--- src/rtl/alarm_pair_match.sv ---
module alarm_pair_match #(
  parameter int AW = 6,
  parameter logic [AW-1:0] STAT_ADDR = 6'h3F,
  parameter logic [AW-1:0] CTRL_ADDR = 6'h11
) (
  input  logic          clk,
  input  logic          rst_n,
  input  logic          tick,
  input  logic [6:0]    now_sec,
  input  logic [6:0]    now_min,
  input  logic [5:0]    now_hour,
  input  logic [5:0]    now_date,
  input  logic [4:0]    now_month,
  input  logic [2:0]    now_dow,
  input  logic          reg_we,
  input  logic [AW-1:0] reg_addr,
  input  logic [7:0]    reg_wdata,
  output logic [7:0]    reg_rdata,
  output logic          irq_n
);
  localparam int NSET = 2;
  localparam int NF = 7;
  localparam int YR = 5;

  logic [7:0] alm [NSET][NF];
  logic [2:0] ctl;
  logic [1:0] flg;
  logic       pulse_q;
  logic [6:0] tv [NF];
  logic [1:0] hit, arm;

  assign tv[0] = now_sec;
  assign tv[1] = now_min;
  assign tv[2] = {1'b0, now_hour};
  assign tv[3] = {1'b0, now_date};
  assign tv[4] = {2'b0, now_month};
  assign tv[5] = 7'd0;
  assign tv[6] = {4'd0, now_dow};

  genvar s, f;
  generate
    for (s = 0; s < NSET; s++) begin : g_set
      logic [NF-1:0] ok, en;
      for (f = 0; f < NF; f++) begin : g_fld
        if (f == YR) begin : g_skip
          assign en[f] = 1'b0;
          assign ok[f] = 1'b1;
        end else if (f == NF-1) begin : g_dow
          assign en[f] = alm[s][f][7];
          assign ok[f] = !en[f] || (alm[s][f][2:0] == tv[f][2:0]);
        end else begin : g_cmp
          assign en[f] = alm[s][f][7];
          assign ok[f] = !en[f] || (alm[s][f][6:0] == tv[f]);
        end
      end
      assign arm[s] = |en;
      assign hit[s] = arm[s] && (&ok);
    end
  endgenerate

  wire a_sel = reg_we && (reg_addr[AW-1:4] == '0) && (reg_addr[2:0] != 3'd7);
  wire s_wr  = reg_we && (reg_addr == STAT_ADDR);
  wire c_wr  = reg_we && (reg_addr == CTRL_ADDR);
  wire [1:0] clr = s_wr ? reg_wdata[6:5] : 2'b00;
  wire [1:0] set = tick ? hit : 2'b00;

  always_ff @(posedge clk) begin
    if (!rst_n) begin
      for (int i = 0; i < NSET; i++)
        for (int j = 0; j < NF; j++)
          alm[i][j] <= 8'h00;
    end else if (a_sel) begin
      alm[reg_addr[3]][reg_addr[2:0]] <= reg_wdata;
    end
  end

  always_ff @(posedge clk) begin
    if (!rst_n) begin
      ctl     <= 3'b000;
      flg     <= 2'b00;
      pulse_q <= 1'b0;
    end else begin
      if (c_wr) ctl <= reg_wdata[7:5];
      flg     <= (flg & ~clr) | set;
      pulse_q <= ctl[2] && |(set & ctl[1:0]);
    end
  end

  assign irq_n = ctl[2] ? !pulse_q : !(|(flg & ctl[1:0]));

  always_comb begin
    reg_rdata = 8'h00;
    if (reg_addr == STAT_ADDR)
      reg_rdata = {1'b0, flg, 5'b0};
    else if (reg_addr == CTRL_ADDR)
      reg_rdata = {ctl, 5'b0};
    else if ((reg_addr[AW-1:4] == '0) && (reg_addr[2:0] != 3'd7))
      reg_rdata = alm[reg_addr[3]][reg_addr[2:0]];
  end

  p_flag_on_tick_r5: assert property (@(posedge clk) disable iff (!rst_n)
    $rose(flg[0]) |-> $past(tick));

  p_empty_never_r4: assert property (@(posedge clk) disable iff (!rst_n)
    (!arm[1] && !flg[1]) |=> !flg[1]);

  p_flag_unmasked_r7: assert property (@(posedge clk) disable iff (!rst_n)
    (tick && hit[0]) |=> flg[0]);

  p_clear_r6: assert property (@(posedge clk) disable iff (!rst_n)
    (s_wr && reg_wdata[5] && !tick) |=> !flg[0]);

  p_level_hold_r8: assert property (@(posedge clk) disable iff (!rst_n)
    (!ctl[2] && !irq_n && !reg_we) |=> !irq_n);

  p_pulse_short_r9: assert property (@(posedge clk) disable iff (!rst_n)
    (ctl[2] && !irq_n && !tick && !reg_we) |=> irq_n);
endmodule

--- config.mk ---
export PLATFORM = sky130hd
export DESIGN_NAME = alarm_pair_match
export DESIGN_NICKNAME = d
export VERILOG_FILES = /design/src/rtl/alarm_pair_match.sv
export SDC_FILE = /design/constraint.sdc
export NUM_CORES = 1
export LEC_CHECK = 0
export BUFFER_PORTS_ARGS = -buffer_cell sky130_fd_sc_hd__buf_2
export CAP_MARGIN = 20
export CORE_UTILIZATION = 59
export CTS_CLUSTER_SIZE = 28
export DETAILED_ROUTE_END_ITERATION = 10
export HOLD_SLACK_MARGIN = 0.03
export PLACE_DENSITY = 0.88
export SYNTH_ARGS = -nofsm -noshare
export SYNTH_HDL_FRONTEND = slang
export SYNTH_SLANG_ARGS = --single-unit
--- constraint.sdc ---
create_clock -name clk -period 2.3 [get_ports clk]
set_input_delay 0.345 -clock clk [delete_from_list [all_inputs] [get_ports clk]]
set_output_delay 0.345 -clock clk [all_outputs]
set_load 0.01 [all_outputs]
==> impl_metrics.env <==
export IMPL_multi_input_area_um2=2595
export IMPL_required_ns=1.96
export IMPL_crit_fanout=2
export IMPL_status="finished with violations"
export IMPL_regArea_um2=3483
export IMPL_initial_core_util_pct=61.81
export IMPL_synth_area_per_cell_um2=13.34
export IMPL_antenna_cells=0
export IMPL_period_share_pct=120.0
export IMPL_max_slew_margin_pct=63.27
export IMPL_via_count=5127
export IMPL_leakage_nw=3.037
export IMPL_ys_types=51
export IMPL_yosysWarnings=0
export IMPL_fillers=513
export IMPL_gp_congestion=0.9836
export IMPL_nets=656
export IMPL_synth_main_ff_cell="edfxtp_1"
export IMPL_synth_area_leaders="edfxtp_1, and2_1, mux4_2"
export IMPL_die_w_um=103.9
export IMPL_worst_ep_arrival_time_ns=2.42
export IMPL_dp_hpwl_um=12570
export IMPL_clk_pin_slew_ns=0.06
export IMPL_core_um2=9910
export IMPL_clk_path_buf_depth=2
export IMPL_grt_pass1_wl_um=29530
export IMPL_final_common_cell="edfxtp_1"
export IMPL_fin_cells=750
export IMPL_crit_path_start="alm[0][20]$_SDFFCE_PN0P_"
export IMPL_setup_violations=9
export IMPL_drv_cap=0
export IMPL_ant_nets=0
export IMPL_violations="setup timing"
export IMPL_synthArstFlopShare_pct=0
export IMPL_drive_above_1_share_pct=33.55
export IMPL_endpoint="reg_rdata[4]"
export IMPL_gr_total_overflow=0
export IMPL_rsz0062_at_grt="yes"
export IMPL_clk_latency_ns=0.55
export IMPL_grt_pass1_vias=4931
export IMPL_irDropWorstVdd_mv=0.5845
export IMPL_synth_cells=459
export IMPL_synth_edf_count=112
export IMPL_wire_per_inst_um=28.27
export IMPL_routed_wirelength_um=21200
export IMPL_drcViolationCount=0
export IMPL_rr_endpoint="pulse_q$_SDFF_PN0_"
export IMPL_reg2reg_slack_ns=-0.01
export IMPL_fin_skew_ns=0.009508
export IMPL_htree_num_levels=4
export IMPL_cts_buffers=17
export IMPL_portBuffers=60
export IMPL_chipHeight_um=103.9
export IMPL_synth_nets=511
export IMPL_core_rowCount=36
export IMPL_synth_seq_cells=118
export IMPL_place_inst=684
export IMPL_reg2reg_from="alm[1][35]$_DFFE_PP_"
export IMPL_layout_min_cycle_time_ns=2.760
export IMPL_end_kind="primary output"
export IMPL_root_buffer="clkbuf_8"
export IMPL_first_pass_iters=6
export IMPL_slew_viol_final=0
export IMPL_cp_start_kind="flop"
export IMPL_antenna_found_initial=0
export IMPL_dp_slack_ns=-0.04191
export IMPL_pwr_density_cell_nw_per_um2=790.5
export IMPL_min_delay_start="reg_we"
export IMPL_ys_seq_area_share_pct=56.87
export IMPL_syn_cell_area_um2=6125
export IMPL_hold_path_class="in -> reg"
export IMPL_area_growth_pct=28.58
export IMPL_path_class="reg -> out"
export IMPL_die_area_um2=10790
export IMPL_fmax_mhz=362.3
export IMPL_grtUsageTotal_pct=37.89
export IMPL_final_cell_mix="edfxtp_1, buf_4, and2_1"
export IMPL_vias_per_cell=6.836
export IMPL_grt_max_degree=21
export IMPL_synth_largest_area_cell="edfxtp_1"
export IMPL_yosysTopAreaCellShare_pct=54.91
export IMPL_finalHoldViolCount=0
export IMPL_pin_count=61
export IMPL_cts_tree="yes"
export IMPL_cts_hold_buf=0
export IMPL_drt_iter0_drc=981
export IMPL_r2r_cells=8
export IMPL_tightest_slew_ns=0.5438
export IMPL_cts_sinks=118
export IMPL_layout_setup_ws_ns=-0.4605
-- critical path, stage by stage (launching register included) --
cell      delay [ns]
edfxtp_1        0.47
mux4_2          0.55
mux2i_1         0.31
nor2_1          0.12
a211oi_2        0.18
nor2_1          0.09
buf_2           0.16
-- sequential cells by signal (all words and copies together) (netlist names) --
name / count
alm: 112
ctl: 3
flg: 2
pulse_q: 1
-- where the power goes --
group	total [mW]	switching [mW]	internal (mW)
combinational	0.707	0.390	0.317
clock	2.95	1.08	1.88
sequential	2.56	0.0954	2.47
total	6.23	1.56	4.66
-- cells by family after synthesis --
logic type	count (synthesis)	share of synthesized area [%]
and+or+nand+nor	158	14.99
DFF	118	56.87
xor gates and xnor gates	65	9.295
AOI/OAI and AO/OA	52	6.354
muxes	45	10.93
buffers and inverters	21	1.552
-- cell type report --
cell class | instances | area share [%]
inverters | 4 | 0.1907
flip-flops and latches | 118 | 44.23
repair buffers | 143 | 12.36
multi-input cells | 320 | 32.95
clock buffers | 17 | 5.259
clock inverters | 15 | 2.892
well taps | 133 | 2.113
-- layer usage --
layer,part of all wire [%],vias to the layer above,track usage (%)
met1,33,2458,47.68
li1,-,2026,-
met5,0,-,0
met2,47,520,60.76
met3,14,123,9.962
met4,6.5,0,19.18
-- Yosys cell counts (all sizes together), types with 3 or more instances --
library cell	number
a21oi	4
mux4	17
nand4	7
nor2b	4
nand3	7
nor2	21
a221o	3
nand2	16
nor4	4
buf	10
clkbuf	7
xnor2	25
o22ai	5
nor3	5
xor2	40
o21ai	10
or4	5
nand2b	9
mux2i	26
dfxtp	6
a21boi	3
and2	72
o41ai	8
inv	4
edfxtp	112
nor3b	3
-- stage by stage --
step                      setup TNS (ns)  total power [mW]  hold slack, ns  util, %  cell area, µm²
after global placement          -0.03969             3.148          0.4977    69.92            6929
after CTS                         -1.177             6.052          0.1627    78.16            7745
after floorplan                        0             2.882          0.4695        -            6125
after detailed placement         -0.8648             3.173          0.5134    69.92            6929
after global routing              -2.465             6.314          0.1871    79.47            7875
final                             -2.227             6.225          0.1587    79.47            7875
-- worst min path at each step --
stage	end	depth (start not counted)
3_3_place_gp	ctl[0]$_SDFFE_PN0P_	2
6_report	ctl[0]$_SDFFE_PN0P_	3
5_1_grt	ctl[1]$_SDFFE_PN0P_	3
3_5_place_dp	ctl[1]$_SDFFE_PN0P_	2
2_1_floorplan	ctl[0]$_SDFFE_PN0P_	2
4_1_cts	ctl[1]$_SDFFE_PN0P_	3
-- repair_timing --
action / in CTS / in global routing
buffers inserted: 21 / 13
setup endpoints to repair: 8 / 10
gates resized for setup: 3 / 7
gates cloned: 0 / 0
pin swaps: 5 / 1
Note: power is estimated with default switching activity, not from simulation.
